$ cat config.mk
export PLATFORM = sky130hd
export DESIGN_NAME = trap_entry_unit
export DESIGN_NICKNAME = d
export VERILOG_FILES = /design/src/rtl/trap_pkg.sv /design/src/rtl/trap_cause_fix.sv /design/src/rtl/trap_route.sv /design/src/rtl/trap_vector.sv /design/src/rtl/trap_entry_unit.sv
export SDC_FILE = /design/constraint.sdc
export NUM_CORES = 1
export LEC_CHECK = 0
export BUFFER_PORTS_ARGS = -buffer_cell sky130_fd_sc_hd__buf_2
export CAP_MARGIN = 20
export CELL_PAD_IN_SITES_DETAIL_PLACEMENT = 0
export CELL_PAD_IN_SITES_GLOBAL_PLACEMENT = 1
export CORE_MARGIN = 2
export CORE_UTILIZATION = 37
export DETAILED_ROUTE_END_ITERATION = 10
export PLACE_DENSITY = 0.89
export SYNTH_ARGS = -nofsm -noshare
export SYNTH_HDL_FRONTEND = slang
export SYNTH_HIERARCHICAL = 1
export SYNTH_SLANG_ARGS = --single-unit
$ cat constraint.sdc
create_clock -name clk_i -period 0.95 [get_ports clk_i]
set_input_delay 0.095 -clock clk_i [delete_from_list [all_inputs] [get_ports clk_i]]
set_output_delay 0.095 -clock clk_i [all_outputs]
set_load 0.05 [all_outputs]
$ cat src/rtl/trap_pkg.sv
package trap_pkg;

    typedef enum logic [1:0] {
        PRIV_U   = 2'd0,
        PRIV_S   = 2'd1,
        PRIV_RSV = 2'd2,
        PRIV_M   = 2'd3
    } priv_e;

    localparam int unsigned ECALL_U = 8;
    localparam int unsigned ECALL_S = 9;
    localparam int unsigned ECALL_M = 11;

    // Causes whose trap-value register carries the faulting value
    function automatic logic carries_value(input logic [31:0] code);
        case (code)
            32'd0, 32'd1, 32'd4, 32'd5, 32'd6, 32'd7,
            32'd12, 32'd13, 32'd15: carries_value = 1'b1;
            default:                carries_value = 1'b0;
        endcase
    endfunction

endpackage

$ cat src/rtl/trap_cause_fix.sv
module trap_cause_fix
    import trap_pkg::*;
#(
    parameter int CAUSE_W = 6
) (
    input  logic               async_i,
    input  logic [CAUSE_W-1:0] cause_i,
    input  logic [1:0]         priv_i,
    output logic [CAUSE_W-1:0] cause_o,
    output logic               keep_value_o
);

    always_comb begin
        cause_o = cause_i;
        if (!async_i && cause_i == CAUSE_W'(ECALL_U)) begin
            case (priv_e'(priv_i))
                PRIV_S:  cause_o = CAUSE_W'(ECALL_S);
                PRIV_M:  cause_o = CAUSE_W'(ECALL_M);
                default: cause_o = cause_i;
            endcase
        end
        keep_value_o = !async_i && carries_value(32'(cause_i));
    end

endmodule

$ cat src/rtl/trap_route.sv
module trap_route
    import trap_pkg::*;
#(
    parameter int XLEN    = 32,
    parameter int CAUSE_W = 6
) (
    input  logic               async_i,
    input  logic [CAUSE_W-1:0] cause_i,
    input  logic [1:0]         priv_i,
    input  logic [XLEN-1:0]    ideleg_i,
    input  logic [XLEN-1:0]    edeleg_i,
    output logic               to_super_o
);

    localparam int IDX_W = $clog2(XLEN);

    logic [XLEN-1:0] mask;
    logic [31:0]     code;
    logic            in_range;
    logic            low_priv;

    always_comb begin
        mask       = async_i ? ideleg_i : edeleg_i;
        code       = 32'(cause_i);
        in_range   = code < 32'(XLEN);
        low_priv   = (priv_i == PRIV_U) || (priv_i == PRIV_S);
        to_super_o = low_priv && in_range && mask[code[IDX_W-1:0]];
    end

endmodule

$ cat src/rtl/trap_vector.sv
module trap_vector #(
    parameter int XLEN    = 32,
    parameter int CAUSE_W = 6,
    parameter bit VEC_EN  = 1'b1
) (
    input  logic [XLEN-1:0]    tvec_i,
    input  logic               async_i,
    input  logic [CAUSE_W-1:0] cause_i,
    output logic [XLEN-1:0]    pc_o
);

    logic [XLEN-1:0] base;
    assign base = {tvec_i[XLEN-1:2], 2'b00};

    generate
        if (VEC_EN) begin : g_vectored
            logic [XLEN-1:0] offset;
            assign offset = (async_i && tvec_i[1:0] == 2'b01)
                          ? (XLEN'(cause_i) << 2) : '0;
            assign pc_o = base + offset;
        end else begin : g_direct
            assign pc_o = base;
        end
    endgenerate

endmodule

$ cat src/rtl/trap_entry_unit.sv
module trap_entry_unit
    import trap_pkg::*;
#(
    parameter int XLEN    = 32,
    parameter int CAUSE_W = 6,
    parameter bit VEC_EN  = 1'b1
) (
    input  logic               clk_i,
    input  logic               rst_ni,
    input  logic               trap_valid_i,
    input  logic               trap_async_i,
    input  logic [CAUSE_W-1:0] trap_cause_i,
    input  logic [XLEN-1:0]    trap_value_i,
    input  logic [XLEN-1:0]    pc_i,
    input  logic [1:0]         cur_priv_i,
    input  logic               cur_sie_i,
    input  logic               cur_mie_i,
    input  logic [XLEN-1:0]    ideleg_i,
    input  logic [XLEN-1:0]    edeleg_i,
    input  logic [XLEN-1:0]    stvec_i,
    input  logic [XLEN-1:0]    mtvec_i,
    output logic               redirect_o,
    output logic [XLEN-1:0]    redirect_pc_o,
    output logic [1:0]         priv_o,
    output logic               sie_o,
    output logic               spie_o,
    output logic               spp_o,
    output logic               mie_o,
    output logic               mpie_o,
    output logic [1:0]         mpp_o,
    output logic [XLEN-1:0]    scause_o,
    output logic [XLEN-1:0]    mcause_o,
    output logic [XLEN-1:0]    sepc_o,
    output logic [XLEN-1:0]    mepc_o,
    output logic [XLEN-1:0]    stval_o,
    output logic [XLEN-1:0]    mtval_o
);

    typedef struct packed {
        logic            redirect;
        logic [XLEN-1:0] pc;
        logic [1:0]      priv;
        logic            sie;
        logic            spie;
        logic            spp;
        logic            mie;
        logic            mpie;
        logic [1:0]      mpp;
        logic [XLEN-1:0] scause;
        logic [XLEN-1:0] mcause;
        logic [XLEN-1:0] sepc;
        logic [XLEN-1:0] mepc;
        logic [XLEN-1:0] stval;
        logic [XLEN-1:0] mtval;
    } entry_state_t;

    entry_state_t st_d, st_q;

    logic [CAUSE_W-1:0] cause_fix;
    logic               keep_value;
    logic               to_super;
    logic [XLEN-1:0]    s_target;
    logic [XLEN-1:0]    m_target;

    trap_cause_fix #(.CAUSE_W(CAUSE_W)) i_cause_fix (
        .async_i      (trap_async_i),
        .cause_i      (trap_cause_i),
        .priv_i       (cur_priv_i),
        .cause_o      (cause_fix),
        .keep_value_o (keep_value)
    );

    trap_route #(.XLEN(XLEN), .CAUSE_W(CAUSE_W)) i_route (
        .async_i    (trap_async_i),
        .cause_i    (cause_fix),
        .priv_i     (cur_priv_i),
        .ideleg_i   (ideleg_i),
        .edeleg_i   (edeleg_i),
        .to_super_o (to_super)
    );

    trap_vector #(.XLEN(XLEN), .CAUSE_W(CAUSE_W), .VEC_EN(VEC_EN)) i_svec (
        .tvec_i  (stvec_i),
        .async_i (trap_async_i),
        .cause_i (cause_fix),
        .pc_o    (s_target)
    );

    trap_vector #(.XLEN(XLEN), .CAUSE_W(CAUSE_W), .VEC_EN(VEC_EN)) i_mvec (
        .tvec_i  (mtvec_i),
        .async_i (trap_async_i),
        .cause_i (cause_fix),
        .pc_o    (m_target)
    );

    // Next-state computation
    always_comb begin
        logic [XLEN-1:0] cause_word;
        logic [XLEN-1:0] value_word;

        st_d          = st_q;
        st_d.redirect = 1'b0;

        cause_word           = XLEN'(cause_fix);
        cause_word[XLEN-1]   = trap_async_i;
        value_word           = keep_value ? trap_value_i : '0;

        if (trap_valid_i) begin
            st_d.redirect = 1'b1;
            if (to_super) begin
                st_d.spie   = cur_sie_i;
                st_d.spp    = cur_priv_i[0];
                st_d.sie    = 1'b0;
                st_d.scause = cause_word;
                st_d.sepc   = pc_i;
                st_d.stval  = value_word;
                st_d.priv   = PRIV_S;
                st_d.pc     = s_target;
            end else begin
                st_d.mpie   = cur_mie_i;
                st_d.mpp    = cur_priv_i;
                st_d.mie    = 1'b0;
                st_d.mcause = cause_word;
                st_d.mepc   = pc_i;
                st_d.mtval  = value_word;
                st_d.priv   = PRIV_M;
                st_d.pc     = m_target;
            end
        end
    end

    always_ff @(posedge clk_i or negedge rst_ni) begin
        if (!rst_ni) begin
            st_q      <= '0;
            st_q.priv <= PRIV_M;
        end else begin
            st_q <= st_d;
        end
    end

    assign redirect_o    = st_q.redirect;
    assign redirect_pc_o = st_q.pc;
    assign priv_o        = st_q.priv;
    assign sie_o         = st_q.sie;
    assign spie_o        = st_q.spie;
    assign spp_o         = st_q.spp;
    assign mie_o         = st_q.mie;
    assign mpie_o        = st_q.mpie;
    assign mpp_o         = st_q.mpp;
    assign scause_o      = st_q.scause;
    assign mcause_o      = st_q.mcause;
    assign sepc_o        = st_q.sepc;
    assign mepc_o        = st_q.mepc;
    assign stval_o       = st_q.stval;
    assign mtval_o       = st_q.mtval;

endmodule

==> flow_summary.json <==
{
  "outcome": "finished with violations",
  "failed_checks": "negative setup slack",
  "vias": 9723,
  "clock_path_buffers": 2,
  "rsz0062_at_grt": "true",
  "synthCells": 915,
  "path_class": "in -> reg",
  "grt_max_degree": 56,
  "period_needed_ps": 2810,
  "path_common_cell": "buf_4",
  "tightest_slew_ps": 973,
  "cts-root-buf": "clkbuf_16",
  "finalSetupViolations": 359,
  "dpl_cell_area_um2": 13600,
  "core_area_um2": 27600,
  "first_global_vias": 9020,
  "drive_gt1_share_pct": 49.8,
  "grt_pass1_wl_mm": 50.5,
  "dieHeight_um": 171,
  "crit_chain": "buf_8 -> nor3_4 -> nand4b_1 -> buf_4 -> o21bai_4 -> buf_12 -> mux4_2 -> mux2i_1 -> nand3b_1 -> nand4_1 -> o22ai_4 -> nor2b_4 -> buf_4 -> buf_16 -> buf_4 -> mux2i_1",
  "place_inst": 1762,
  "wl_met2_mm": 20.3,
  "slew_violations": 0,
  "period_share_pct": 296,
  "cp_max_fo": 8,
  "dr.pass1.iters": 7,
  "r2r-start": "mpie_o",
  "final_common_cell": "buf_2",
  "cts_tree": "done",
  "max_freq_ghz": 0.356,
  "cts.sinks": 181,
  "fin_ws_ps": -1860,
  "synthArstFlopShare_pct": 100,
  "worst_path_max_delay_cell": "mux4_2",
  "critPathRequiredTime_ps": 1320,
  "finClkSkew_ps": 0,
  "hold_start": "trap_value_i[31]",
  "rr_endpoint": "mpie_o",
  "stdcell_count": 1948,
  "synth_ff_type": "dfrtp_1",
  "synth-seq-cells": 181,
  "regToRegSetupSlack_ps": -50,
  "synth_top_area_share_pct": 43.8,
  "slew_headroom_pct": 34.9,
  "yosysSeqAreaShare_pct": 44.1,
  "wl_per_cell_um": 20.8,
  "wl_met3_mm": 3.02,
  "final_cell_mix": "buf_2 (202), buf_6 (192), buf_4 (180), dfrtp_1 (180), mux2i_1 (96)",
  "synthToLayoutAreaGrowth_pct": 63.9,
  "grt_usage_pct": 23.0,
  "drtIter0Drc": 591,
  "drc": 0,
  "r2r_cells": 2,
  "hold_viol_final": 0,
  "ys_warn_count": 6,
  "maxUsedRoutingLayer": "met4",
  "power_density_nw_per_um2": 1790,
  "dieWidth_um": 171,
  "cts_inserted_buffers": 17,
  "die_area_um2": 29100,
  "cap_violations": 0,
  "hpwl_mm": 25.4,
  "endpoint_kind": "register",
  "nets": 1769,
  "antenna_left": 0,
  "postLayoutCoreUtil_pct": 61.2,
  "grt_antenna_before_repair": 9,
  "start_util_pct": 37.3,
  "std_cell_rows": 61,
  "syn_area_um2": 10300,
  "critPathLaunch": "trap_cause_i[5]",
  "crit_end": "mtval_o[4]",
  "htreeDepth": 4,
  "gp_congestion": 0.886,
  "startpoint_type": "input pin",
  "crit_path_max_incr_delay_ps": 500,
  "ys_types": 52,
  "crit_arrival_ps": 3180,
  "synth_edf_count": 0,
  "portBuffers": 386,
  "ioPinCount": 440,
  "postLayoutCellArea_um2": 16800,
  "hp-class": "in -> reg",
  "irDropWorstVdd_uv": 1090,
  "synth_top_cell_by_area": "dfrtp_1",
  "clk_latency_ps": 440,
  "routed_wl_mm": 40.5,
  "p_leak_uw": 0.00799,
  "p_total_uw": 30200,
  "grt_overflow_total": 0,
  "yosys-top-cells-area": "dfrtp_1 (44%), mux2i_1 (10%), mux2_2 (5.4%), buf_4 (4.9%), inv_1 (2.8%)",
  "path_clk_slew_ps": 80,
  "viasPerCell": 4.99,
  "syn_avg_cell_area_um2": 11.2,
  "m1WireLength_mm": 14.9
}
## state kept, by name (all words and copies together) (netlist names), 2 cells and up
signal,cells
stval_o,32
mtval_o,32
sepc_o,32
redirect_pc_o,32
mcause_o,7
scause_o,7
mpp_o,2
mepc_o,32
## worst min path at each step
stage / to / slack [ps] / cells past startpoint
2_1_floorplan: mcause_o[0] / -200 / 0
3_3_place_gp: stval_o[23] / 20 / 1
3_5_place_dp: mtval_o[23] / 20 / 1
4_1_cts: mtval_o[31] / 10 / 3
5_1_grt: mpp_o[1] / 30 / 2
6_report: mtval_o[31] / 30 / 3
## cell usage after synthesis, types with 5 or more instances
| library cell | n |
|---|---|
| a211oi_1 | 12 |
| a21oi_1 | 48 |
| and2_1 | 17 |
| and4_1 | 10 |
| buf_2 | 15 |
| buf_4 | 67 |
| buf_6 | 7 |
| clkbuf_1 | 15 |
| dfrtp_1 | 180 |
| ha_1 | 12 |
| inv_1 | 78 |
| mux2_1 | 17 |
| mux2_2 | 49 |
| mux2_4 | 18 |
| mux2i_1 | 103 |
| mux4_1 | 5 |
| mux4_2 | 11 |
| nand2_1 | 56 |
| nand3_1 | 15 |
| nand4_1 | 17 |
| nor2_1 | 42 |
| nor2b_1 | 5 |
| o21ai_0 | 7 |
| xnor2_1 | 24 |
| xor2_1 | 28 |
## area by class of cell
class                           instances  area (µm²)
Antenna cell                            8        20.0
Clock buffer                           17         425
Clock inverter                         15         161
Fill cell                            2051       10700
Inverter                               78         293
Multi-Input combinational cell        603        5190
Sequential cell                       181        4530
Tap cell                              378         473
Timing Repair Buffer                  668        5760
## logic make-up (layout without fill, tap and decap cells)
kind of cell,after synthesis,count (layout),synth area share [%]
buffers and inverters,185,778,9.90
other,4,65,0.146
and+or+nand+nor,180,180,9.12
DFF,181,181,44.1
muxes,203,203,23.6
AOI/OAI and AO/OA,96,97,6.90
adders and majority gates,14,14,1.85
xor gates and xnor gates,52,52,4.43
## through the flow
step           setup WS, ps  hold slack [ps]  setup TNS [ps]
4_1_cts               -1730             12.3         -330780
3_5_place_dp          -2310             21.7         -381160
2_1_floorplan         -1870             -201         -310750
6_report              -1860             33.0         -337920
3_3_place_gp          -2190             17.9         -366190
5_1_grt               -2010             32.5         -366340
## what timing repair did
action                     in CTS  in global routing
buffers inserted               14                 61
hold buffers                   67                  0
hold endpoints to repair      309                  0
resized for setup              32                555
gates cloned                    3                  3
setup endpoints to repair     359                359
pin swaps                      11                 10
## critical path, delay by kind of cell
family | cells | cell delay, ps
muxes | 3 | 850
buffers and inverters | 6 | 890
and+or+nand+nor | 5 | 1060
AOI/OAI and AO/OA | 2 | 240
## power breakdown
group	total (µW)	switching (µW)	internal, µW
Combinational	13100	7840	5300
Sequential	9920	1000	8920
Clock	7180	3640	3530
Total	30200	12500	17800
## routing by layer
metal | track usage [%] | vias up
met2 | 40.6 | 505
met4 | 12.0 | 0
met5 | 0 | -
met3 | 6.06 | 136
li1 | - | 4329
met1 | 25.3 | 4753
Power figures use the tool's default switching activity.
